$ cat src/rtl/ddr_deser_pkg.sv
package ddr_deser_pkg;

   typedef enum logic {
      EDGE_RISE = 1'b0,
      EDGE_FALL = 1'b1
   } edge_e;

   localparam int unsigned LANES = 2;

   function automatic edge_e lane_edge(input int unsigned lane);
      return (lane == 0) ? EDGE_RISE : EDGE_FALL;
   endfunction

endpackage

$ cat src/rtl/ddr_deser_capture.sv
module ddr_deser_capture
   import ddr_deser_pkg::*;
#(
   parameter edge_e EDGE = EDGE_RISE
) (
   input  logic clk,
   input  logic rst,
   input  logic din,
   output logic q
);

   generate
      if (EDGE == EDGE_RISE) begin : g_rise
         always_ff @(posedge clk) begin
            if (rst) q <= 1'b0;
            else     q <= din;
         end
      end else begin : g_fall
         always_ff @(negedge clk) begin
            if (rst) q <= 1'b0;
            else     q <= din;
         end
      end
   endgenerate

endmodule

$ cat src/rtl/ddr_deser_shifter.sv
module ddr_deser_shifter #(
   parameter int unsigned WIDTH = 6
) (
   input  logic             clk,
   input  logic             rst,
   input  logic             bit_in,
   output logic [WIDTH-1:0] sr_next
);

   logic [WIDTH-1:0] sr_q;

   // newest bit enters at the bottom, oldest sits at the top
   always_comb sr_next = {sr_q[WIDTH-2:0], bit_in};

   always_ff @(posedge clk) begin
      if (rst) sr_q <= '0;
      else     sr_q <= sr_next;
   end

endmodule

$ cat src/rtl/ddr_deser_framer.sv
module ddr_deser_framer #(
   parameter int unsigned HALF_W = 6,
   localparam int unsigned WORD_W = 2 * HALF_W,
   localparam int unsigned CNT_W  = (HALF_W > 1) ? $clog2(HALF_W) : 1
) (
   input  logic              clk,
   input  logic              rst,
   input  logic              slip,
   input  logic [HALF_W-1:0] rise_bits,
   input  logic [HALF_W-1:0] fall_bits,
   output logic [WORD_W-1:0] word,
   output logic              valid
);

   localparam logic [CNT_W-1:0] CNT_LAST = CNT_W'(HALF_W - 1);

   logic [CNT_W-1:0]  cnt_q;
   logic              wrap;
   logic [WORD_W-1:0] woven;

   // pair i (oldest first) lands in the two bits just below pair i-1
   generate
      for (genvar i = 0; i < HALF_W; i++) begin : g_weave
         assign woven[WORD_W-1-2*i] = rise_bits[HALF_W-1-i];
         assign woven[WORD_W-2-2*i] = fall_bits[HALF_W-1-i];
      end
   endgenerate

   always_comb wrap = !slip && (cnt_q == CNT_LAST);

   always_ff @(posedge clk) begin
      if (rst) begin
         cnt_q <= '0;
      end else if (!slip) begin
         cnt_q <= wrap ? '0 : cnt_q + 1'b1;
      end
   end

   always_ff @(posedge clk) begin
      if (rst) begin
         word  <= '0;
         valid <= 1'b0;
      end else begin
         valid <= wrap;
         if (wrap) word <= woven;
      end
   end

endmodule

$ cat src/rtl/ddr_deser.sv
module ddr_deser
   import ddr_deser_pkg::*;
#(
   parameter int unsigned HALF_W = 6,
   localparam int unsigned WORD_W = 2 * HALF_W
) (
   input  logic              clk,
   input  logic              rst,
   input  logic              sdata,
   input  logic              slip,
   output logic [WORD_W-1:0] word,
   output logic              valid
);

   generate
      if (HALF_W < 2) begin : g_bad_width
         $error("ddr_deser: HALF_W must be at least 2 (R7)");
      end
   endgenerate

   logic              cap   [LANES];
   logic [HALF_W-1:0] shnext[LANES];

   generate
      for (genvar g = 0; g < LANES; g++) begin : g_lane
         ddr_deser_capture #(
            .EDGE(lane_edge(g))
         ) u_cap (
            .clk (clk),
            .rst (rst),
            .din (sdata),
            .q   (cap[g])
         );

         ddr_deser_shifter #(
            .WIDTH(HALF_W)
         ) u_sh (
            .clk     (clk),
            .rst     (rst),
            .bit_in  (cap[g]),
            .sr_next (shnext[g])
         );
      end
   endgenerate

   ddr_deser_framer #(
      .HALF_W(HALF_W)
   ) u_frame (
      .clk       (clk),
      .rst       (rst),
      .slip      (slip),
      .rise_bits (shnext[0]),
      .fall_bits (shnext[1]),
      .word      (word),
      .valid     (valid)
   );

endmodule

$ cat config.mk
export PLATFORM = sky130hd
export DESIGN_NAME = ddr_deser
export DESIGN_NICKNAME = d
export VERILOG_FILES = /design/src/rtl/ddr_deser_pkg.sv /design/src/rtl/ddr_deser_capture.sv /design/src/rtl/ddr_deser_shifter.sv /design/src/rtl/ddr_deser_framer.sv /design/src/rtl/ddr_deser.sv
export SDC_FILE = /design/constraint.sdc
export NUM_CORES = 1
export LEC_CHECK = 0
export BUFFER_PORTS_ARGS = -buffer_cell sky130_fd_sc_hd__buf_2
export CAP_MARGIN = 20
export CORE_MARGIN = 2
export CORE_UTILIZATION = 57
export CTS_CLUSTER_SIZE = 16
export DETAILED_ROUTE_END_ITERATION = 16
export PLACE_DENSITY = 0.81
export SYNTH_ARGS = -nofsm -noshare
export SYNTH_HDL_FRONTEND = slang
export SYNTH_SLANG_ARGS = --single-unit
$ cat constraint.sdc
create_clock -name clk -period 3.8 [get_ports clk]
set_clock_uncertainty 0.1 [all_clocks]
set_input_delay 0.19 -clock clk [delete_from_list [all_inputs] [get_ports clk]]
set_output_delay 0.19 -clock clk [all_outputs]
set_load 0.05 [all_outputs]
# After elaboration in Yosys (flattened, before gate mapping)
# Cells that the tools add are included.
dict set report op_classes {
  n_reduce_logical 2
  eq_ne 1
  mux 2
  add_sub_neg 1
}
# operator count
set ops {}
lappend ops {{adder 3 x 1 -> 3 bit, second input constant} 1}
lappend ops {{equality test 3 bit, second input constant} 1}
lappend ops {{two-way mux 3 bit} 1}
lappend ops {{logical AND 1 bit} 1}
lappend ops {{zero test 1 bit} 1}
lappend ops {{two-way mux 1 bit} 1}
dict set report word_totals {
  word_cells 13
  inputBits 4
  out_inout_bits 13
  ff_bits 28
}

# Longest topological paths before layout
dict set report logic_depth {
  ltp_word 3
  depth_mapped 5
}

# By module
# A second synthesis with hierarchy kept.
dict set report unflattened {
  hier_cells 99
  hier_area_um2 1089.8
}
# mod seq_area_each_um2 n_inst area_per_inst_um2 cells_each
set by_module_without_submodules {}
lappend by_module_without_submodules {ddr_deser_framer 320.3 1 740.7 72}
lappend by_module_without_submodules {ddr_deser_shifter 100.1 2 138.9 11}
lappend by_module_without_submodules {{ddr_deser_capture (g_lane[1].u_cap)} 20.0 1 37.5 3}
lappend by_module_without_submodules {{ddr_deser_capture (g_lane[0].u_cap)} 20.0 1 33.8 2}

==> results.toml <==
[run_status]
status = "completed"

[clocking]
clk_pin_slew_ns = 0.14
cts_root_buffer = "clkbuf_4"
postCtsSetupRepairBufs = 0
clock-sinks = 28
cts-resized-gates = 0
tritoncts = "done"
ctsHoldBuffers = 0
cts_max_path_buffers = 2
numCtsBuffers = 3
cts_htree_levels = 1
clk_latency_ns = 0.37

[place]
placed_cells = 124
gp_congestion = 0.641
io_buffers = 16
dp_hpwl_um = 930

[synth]
synthesis.nets = 93
synthDominantCellAreaShare = 0.548
synth_ff_type = "dfxtp_1"
seq_area_frac_synth = 0.548
synth.avg_cell_area_um2 = 11.8
ys_async_sr_fraction = 0
ys_types = 20
synth-edff-count = 0
netlist_area_um2 = 1020
yosys_register_bits = 28
synth_area_leaders = "dfxtp_1 (55%), nor2b_1 (13%), mux2_4 (10%), mux2_2 (3.3%), nand2b_1 (3.1%)"
synth_top_area_cell = "dfxtp_1"
postSynthCellCount = 87
ys_warn_count = 0
yosysMostFrequentCell = "dfxtp_1"
synth_common_cells = "dfxtp_1 (28), nor2b_1 (21), mux2_4 (7), nand2b_1 (5)"

[routing]
vias = 597
dr.pass1.iters = 2
drcViolationCount = 0
routedWlPerCell_um = 10.8
drt-total-wl_mm = 1.38
ant_nets = 0
via_per_inst = 4.66
drtIter0Drc = 2

[floorplan]
core-area_um2 = 1710
start_util = 0.599
pin_count = 17
core.rowCount = 15
die_x_um = 46.4
die_area_um2 = 2150
fp.dieH_um = 46.4

[global_routing]
overflow = 0
grt_pass1_wl_mm = 2.21
grt_max_degree = 30
grt_pass1_vias = 468
grt_usage = 0.146
antenna_found_initial = 0

[setup_path]
required_ns = 3.92
ff2ff_setup_slack_ns = 0.97
endpoint_kind = "register"
path_buf_inv = 0
critPathArrivalTime_ns = 2.95
slowest_delay_ns = 0.29
crit_type = "register to register"
rr_startpoint = "g_lane[1].u_cap.q"
worst_r2r_path_depth = 2
path_cells = "nor2b_1 > mux2_4"
cp_top_family = "flip-flops"
path_max_fanout = 2
startpoint_type = "register"
reg2reg_to = "u_frame.word[0]"
critPathSlowestCell = "dfxtp_1"

[cells_and_area]
fin_util = 0.670
fin_cells = 128
num_antenna_cells = 0
nets = 110
areaGrowthSynthToFinish_pct = 11.7
drive_above_1_share = 0.301

[timing]
finalHoldViolations = 0
rsz0062_at_grt = "false"
slew-limit-headroom = 0.618
tightestPinTransition_ns = 0.573
slew_viol_final = 0
fin_setup_tns_ns = 0
setup_viol = 0

[min_path]
hold_depth = 2
hold_path.class = "input port to register"
min_from = "sdata"
min_to = "g_lane[0].u_cap.q"

[pwr]
leakage_uw = 0.000512
powerDensity_nw_per_um2 = 402
irDropWorstVdd_v = 0.000303

[flow_run]
max_cap_violations = 0
## area by class of cell
| cell class | instances | area (um^2) |
|---|---|---|
| Sequential cell | 28 | 561 |
| Multi-Input combinational cell | 52 | 424 |
| Timing Repair Buffer | 16 | 80.1 |
| Tap cell | 25 | 31.3 |
| Clock inverter | 1 | 3.75 |
| Fill cell | 146 | 564 |
| Clock buffer | 4 | 36.3 |
| Inverter | 2 | 7.51 |
## placed cells by master, fill, tap and decap left out
cell and instances:
dfxtp_1 28, a21oi_1 2, ha_1 2, and2b_1 1
nand3b_1 1, clkbuf_4 3, clkbuf_8 1, a211o_1 2
mux2_4 7, mux2i_1 2, buf_2 16, nand2b_1 5
inv_1 3, and3b_1 1, mux2_2 3, nor2_1 2
o221a_2 1, nand2_1 2, nor2b_1 21
## where the power goes
group          leakage, uW  internal, uW  switching (uW)  total [uW]
logic             0.000259          7.31            9.44        16.7
clock network    0.0000263          59.8            82.5         142
registers         0.000227           299            2.28         301
total             0.000512           366            94.2         460
## routing by layer
| layer | global-route usage | up-vias | share of wire |
|---|---|---|---|
| li1 | - | 311 | - |
| met1 | 0.226 | 274 | 0.52 |
| met2 | 0.192 | 10 | 0.43 |
| met3 | 0.0275 | 2 | 0.044 |
| met4 | 0.0686 | 0 | 0.0073 |
| met5 | 0 | - | 0 |
## worst reg2reg max path: cells and delay by family, from the launching register on
family           cells  cell delay, ns
flip-flops           1            0.29
multiplexers         1            0.27
AND/OR/NAND/NOR      1            0.13
## flip-flops by register name, indices dropped and copies added (netlist names)
name              flops
g_lane.u_cap.q        2
u_frame.valid         1
u_frame.cnt_q         3
g_lane.u_sh.sr_q     10
u_frame.word         12
## how the worst max path moves through the flow
stage / from / endpoint / cells past startpoint
after floorplan: g_lane[1].u_cap.q / u_frame.word[0] / 2
after global placement: rst / g_lane[1].u_cap.q / 2
after detailed placement: rst / g_lane[1].u_cap.q / 2
after CTS: g_lane[1].u_cap.q / u_frame.word[0] / 2
after global routing: g_lane[1].u_cap.q / u_frame.word[0] / 2
final: g_lane[1].u_cap.q / u_frame.word[0] / 2
## per-stage QoR
step           total power [uW]  hold WS (ns)  setup slack [ns]  cell area, um^2
6_report                    460        0.0303             0.969             1140
5_1_grt                     477        0.0254             0.921             1140
4_1_cts                     463        0.0311             0.969             1140
3_5_place_dp                327         0.348             0.969             1110
3_3_place_gp                326         0.337             0.995             1110
2_1_floorplan               324         0.226              1.05             1020
## cells by family (layout without fill, tap and decap cells)
family | count (synthesis) | after routing | share of synthesized area
compound gates | 5 | 5 | 0.0379
buf+inv | 7 | 23 | 0.0379
simple gates | 33 | 33 | 0.197
fa+ha+maj | 2 | 2 | 0.0244
mux | 12 | 12 | 0.155
flops | 28 | 28 | 0.548
No activity file was read; power rests on OpenSTA's default activity.
